<file path="src/rtl/ddr_drv_pkg.sv">
package ddr_drv_pkg;

  // Bus parking policy selected by the rule input.
  typedef enum logic {
    RULE_WRITE_ONLY  = 1'b0,
    RULE_EXCEPT_READ = 1'b1
  } drive_rule_e;

  // Per-cycle decision shared by the bus enable register and every lane.
  typedef struct packed {
    logic drive;  // pins should be driven in the next output cycle
    logic load;   // write data is accepted this cycle
  } pin_action_t;

endpackage

</file>
<file path="src/rtl/ddr_drv_policy.sv">
module ddr_drv_policy
  import ddr_drv_pkg::*;
(
  input  drive_rule_e rule_i,
  input  logic        wr_cyc_i,
  input  logic        rd_cyc_i,
  output pin_action_t act_o
);

  // A read window always wins over a write indication.
  logic write_ok;

  always_comb begin
    write_ok   = wr_cyc_i & ~rd_cyc_i;
    act_o.load = write_ok;
    unique case (rule_i)
      RULE_WRITE_ONLY:  act_o.drive = write_ok;
      RULE_EXCEPT_READ: act_o.drive = ~rd_cyc_i;
      default:          act_o.drive = 1'b0;
    endcase
  end

endmodule

</file>
<file path="src/rtl/ddr_drv_bus_oe.sv">
module ddr_drv_bus_oe
  import ddr_drv_pkg::*;
(
  input  logic        clk,
  input  logic        rst,
  input  pin_action_t act_i,
  output logic        data_oe_o
);

  always_ff @(posedge clk) begin
    if (rst) data_oe_o <= 1'b0;
    else     data_oe_o <= act_i.drive;
  end

endmodule

</file>
<file path="src/rtl/ddr_drv_lane.sv">
module ddr_drv_lane
  import ddr_drv_pkg::*;
#(
  parameter int LANE_W = 8
) (
  input  logic              clk,
  input  logic              rst,
  input  pin_action_t       act_i,
  input  logic              lane_en_i,
  input  logic [LANE_W-1:0] wdata_i,
  input  logic              wave_i,
  output logic [LANE_W-1:0] data_o,
  output logic              dqs_oe_o,
  output logic              dqs_o
);

  // The byte slice doubles as output register and parking hold register:
  // it only changes on an accepted write.
  logic [LANE_W-1:0] hold_q;
  logic              oe_q;
  logic              dqs_q;

  always_ff @(posedge clk) begin
    if (rst) begin
      hold_q <= '0;
      oe_q   <= 1'b0;
      dqs_q  <= 1'b0;
    end else begin
      if (act_i.load) hold_q <= wdata_i;
      oe_q  <= lane_en_i & act_i.drive;
      dqs_q <= lane_en_i & act_i.load & wave_i;
    end
  end

  assign data_o   = hold_q;
  assign dqs_oe_o = oe_q;
  assign dqs_o    = dqs_q;

endmodule

</file>
<file path="src/rtl/ddr_pin_drive_ctrl.sv">
module ddr_pin_drive_ctrl
  import ddr_drv_pkg::*;
#(
  parameter int DATA_W = 32,
  parameter int LANES  = 4
) (
  input  logic              clk,
  input  logic              rst,
  input  logic              drive_rule_i,
  input  logic [LANES-1:0]  lane_en_i,
  input  logic              wr_cyc_i,
  input  logic              rd_cyc_i,
  input  logic [DATA_W-1:0] wdata_i,
  input  logic [LANES-1:0]  strobe_wave_i,
  output logic              data_oe_o,
  output logic [DATA_W-1:0] data_o,
  output logic [LANES-1:0]  dqs_oe_o,
  output logic [LANES-1:0]  dqs_o
);

  localparam int LANE_W = DATA_W / LANES;

  pin_action_t act;

  ddr_drv_policy policy_i (
    .rule_i   (drive_rule_e'(drive_rule_i)),
    .wr_cyc_i (wr_cyc_i),
    .rd_cyc_i (rd_cyc_i),
    .act_o    (act)
  );

  ddr_drv_bus_oe bus_oe_i (
    .clk       (clk),
    .rst       (rst),
    .act_i     (act),
    .data_oe_o (data_oe_o)
  );

  for (genvar g = 0; g < LANES; g++) begin : g_lane
    ddr_drv_lane #(.LANE_W(LANE_W)) lane_i (
      .clk       (clk),
      .rst       (rst),
      .act_i     (act),
      .lane_en_i (lane_en_i[g]),
      .wdata_i   (wdata_i[g*LANE_W +: LANE_W]),
      .wave_i    (strobe_wave_i[g]),
      .data_o    (data_o[g*LANE_W +: LANE_W]),
      .dqs_oe_o  (dqs_oe_o[g]),
      .dqs_o     (dqs_o[g])
    );
  end

endmodule

</file>
<file path="config.mk">
export PLATFORM = sky130hd
export DESIGN_NAME = ddr_pin_drive_ctrl
export DESIGN_NICKNAME = d
export VERILOG_FILES = /design/src/rtl/ddr_drv_pkg.sv /design/src/rtl/ddr_drv_policy.sv /design/src/rtl/ddr_drv_bus_oe.sv /design/src/rtl/ddr_drv_lane.sv /design/src/rtl/ddr_pin_drive_ctrl.sv
export SDC_FILE = /design/constraint.sdc
export NUM_CORES = 1
export LEC_CHECK = 0
export BUFFER_PORTS_ARGS = -buffer_cell sky130_fd_sc_hd__buf_2
export CAP_MARGIN = 20
export CORE_MARGIN = 3
export CORE_UTILIZATION = 35
export CTS_CLUSTER_DIAMETER = 200
export CTS_CLUSTER_SIZE = 10
export DETAILED_ROUTE_END_ITERATION = 16
export HOLD_SLACK_MARGIN = 0.03
export PLACE_DENSITY = 0.66
export REMOVE_ABC_BUFFERS = 1
export SYNTH_ARGS = -nofsm -noshare
export SYNTH_HDL_FRONTEND = slang
export SYNTH_SLANG_ARGS = --single-unit
</file>
<file path="constraint.sdc">
create_clock -name clk -period 0.8 [get_ports clk]
set_input_delay 0.16 -clock clk [delete_from_list [all_inputs] [get_ports clk]]
set_output_delay 0.16 -clock clk [all_outputs]
set_load 0.01 [all_outputs]
</file>
==> results.txt <==
Clk slew on worst S/H paths: 70 ps
Routability cong.: 0.699
Slowest CP cell: dfxtp_2
Crit-path cells: buf_6
RSZ-0062 raised after global routing: true
Mux cell area share after synthesis: 0
Most common cell after layout, fill and taps aside: buf_2
Number of max-cap violations: 0
Area grow syn2layout: 48.4%
Sequential fraction of the synthesis area: 0.455
Adder-cell share of the synthesized area: 0
Fin. Hold Viols: 0
Diode count: 0
Core area: 4850 um^2
Slew margin rel.: 0.850
Post-place setup slack: -130 ps
Setup crit end kind: output port
Post-synthesis cell area: 1800 um^2
Worst hold path type: in2reg
CTS Buffer Depth: 2
Status: finished, violations left
Setup violations, final: 41
Crit path kind: reg2out
Number of global-route vias before repair: 1576
Pre-Repair DR Iteration Count: 4
Synthesized area per cell: 10.3 um^2
Worst path required time: 640 ps
Largest family of logic cells by synthesized area: simple AND/OR/NAND/NOR gates
Die X: 77.8 um
Die H: 77.8 um
Lkg Pwr: 1.12 nW
Compound-gate portion of the synthesized area: 0.0888
R2R Path Start: g_lane[2].lane_i.data_o[5]$_SDFFE_PP0P_
Slew @ Worst Pin: 222 ps
Core Util, Final: 0.552
Initial core utilization: 0.372
Share of cells above drive strength 1: 0.571
Post-DP HPWL: 2940 um
Multi-input gate area: 817 um^2
Max rail drop VDD: 0.00110 V
Most frequent cells in the layout: 49 x buf_2, 36 x dfxtp_2, 36 x buf_6
Tot GR Track Use: 0.145
Delay-heaviest family, CP: flip-flops
Post-route setup TNS: -3190 ps
Hold depth: 2
Power Density: 1590 nW/um^2
Period utilisation layout: 1.11
I/O pin total: 86
Crit start category: flip-flop
Initial antenna violation count: 0
Cells after Synth: 175
Clock Skews: 0 ps
Synth Area in Simple Gates: 0.364
First-pass GRT wire length: 7130 um
CTS buffer count: 5
CTS Sinks: 41
Via density: 4.81
Nets: 304
Fin crit period: 889 ps
Number of fill cells: 434
Synth Register Bits: 41
DR iter-0 viols: 56
Worst Setup SP: g_lane[0].lane_i.data_o[6]$_SDFFE_PP0P_
Number of hold buffers added after cts: 0
FMAX: 1.12 GHz
Crit. path cell count: 1
Synthesis Warnings: 0
DRC: 0
Core Rows: 25
Register area: 866 um^2
CP Buf/Inv Count: 1
Avg WL per Cell: 13.6 um
Violated checks: setup timing
Crit-path max FO: 2
Worst skew pair latency: 280 ps
CTS tree: done
Largest net degree at the start of global routing: 42
CP max stage delay: 330 ps
H-tree depth: 2
Root Driver: clkbuf_8
Synth Area in XOR/XNOR: 0
Final Slew Violations: 0
Final global-route overflow total: 0
DIE AREA: 6050 um^2
Min-Delay Startpoint: strobe_wave_i[2]
Cells on worst reg2reg path: 3
Endpoint arrival time on the critical path: 730 ps
Post-Route WL: 4420 um
Post-route ant nets: 0
Unique masters post-synth: 16
Final Worst Setup Slack: -89.1 ps
Port Buf Inserts: 85
Routed via count: 1567
-- cells by family after synthesis --
kind of cell	after synthesis
and+or+nand+nor	76
AOI/OAI and AO/OA	32
buffers and inverters	26
DFF	41
-- metrics by stage --
stage | total power [W] | hold WS (ps) | cell area, um^2 | instances
after floorplan | 0.00244 | 237 | 1640 | 149
after global placement | 0.00281 | 395 | 2260 | 311
after detailed placement | 0.00281 | 401 | 2260 | 311
after CTS | 0.00431 | 96.9 | 2620 | 321
after global routing | 0.00447 | 93.1 | 2680 | 326
final | 0.00425 | 110 | 2680 | 326
-- area by class of cell --
type	instances	share of cell area
sequential	41	0.324
multi-input combinational	108	0.305
clock buffer	7	0.0323
timing repair buffer	103	0.308
tap	67	0.0313
-- path summary, 6_finish.rpt --
kind	to	slack, ps
hold / removal	g_lane[2].lane_i.dqs_o$_SDFF_PP0_	110
hold reg to reg	g_lane[1].lane_i.data_o[2]$_SDFFE_PP0P_	470
setup / recovery	data_o[6]	-90
setup reg to reg	g_lane[2].lane_i.data_o[5]$_SDFFE_PP0P_	80
-- sequential cells by signal (all words and copies together), names as in the netlist --
signal	cells
g_lane.lane_i.dqs_oe_o	4
bus_oe_i.data_oe_o	1
g_lane.lane_i.dqs_o	4
g_lane.lane_i.data_o	32
-- repair_timing --
item,CTS,global route
pin swaps,0,0
gates resized for setup,66,6
setup buffers,3,5
setup endpoints to repair,41,41
-- cell usage after synthesis (all sizes together) --
master	count	area (um^2)
nor3	1	5.00
and3	3	18.8
nor2	1	6.26
and2b	1	8.76
nor4b	4	35.0
nor3b	1	12.5
dfxtp	41	821
clkbuf	8	30.0
nand2b	32	200
nand4bb	32	360
o21ai	32	160
and4b	1	10.0
buf	18	135
-- power breakdown --
part | switching [W] | internal [W]
Sequential | 0.0000608 | 0.00215
Clock | 0.000645 | 0.000684
Combinational | 0.000282 | 0.000425
-- metal layers --
metal / GRT usage / routed length (um)
met1: 0.178 / 1940
met4: 0.0427 / 48
met3: 0.0429 / 278
met2: 0.245 / 2150
met5: 0 / 0
-- worst register-to-register path: cells and delay by family (launching register included) --
family / cells / cell delay [ps]
buffers and inverters: 1 / 100
AND/OR/NAND/NOR: 1 / 50
AO/OA/AOI/OAI: 1 / 150
flip-flops: 1 / 340
Power figures use the tool's default switching activity.
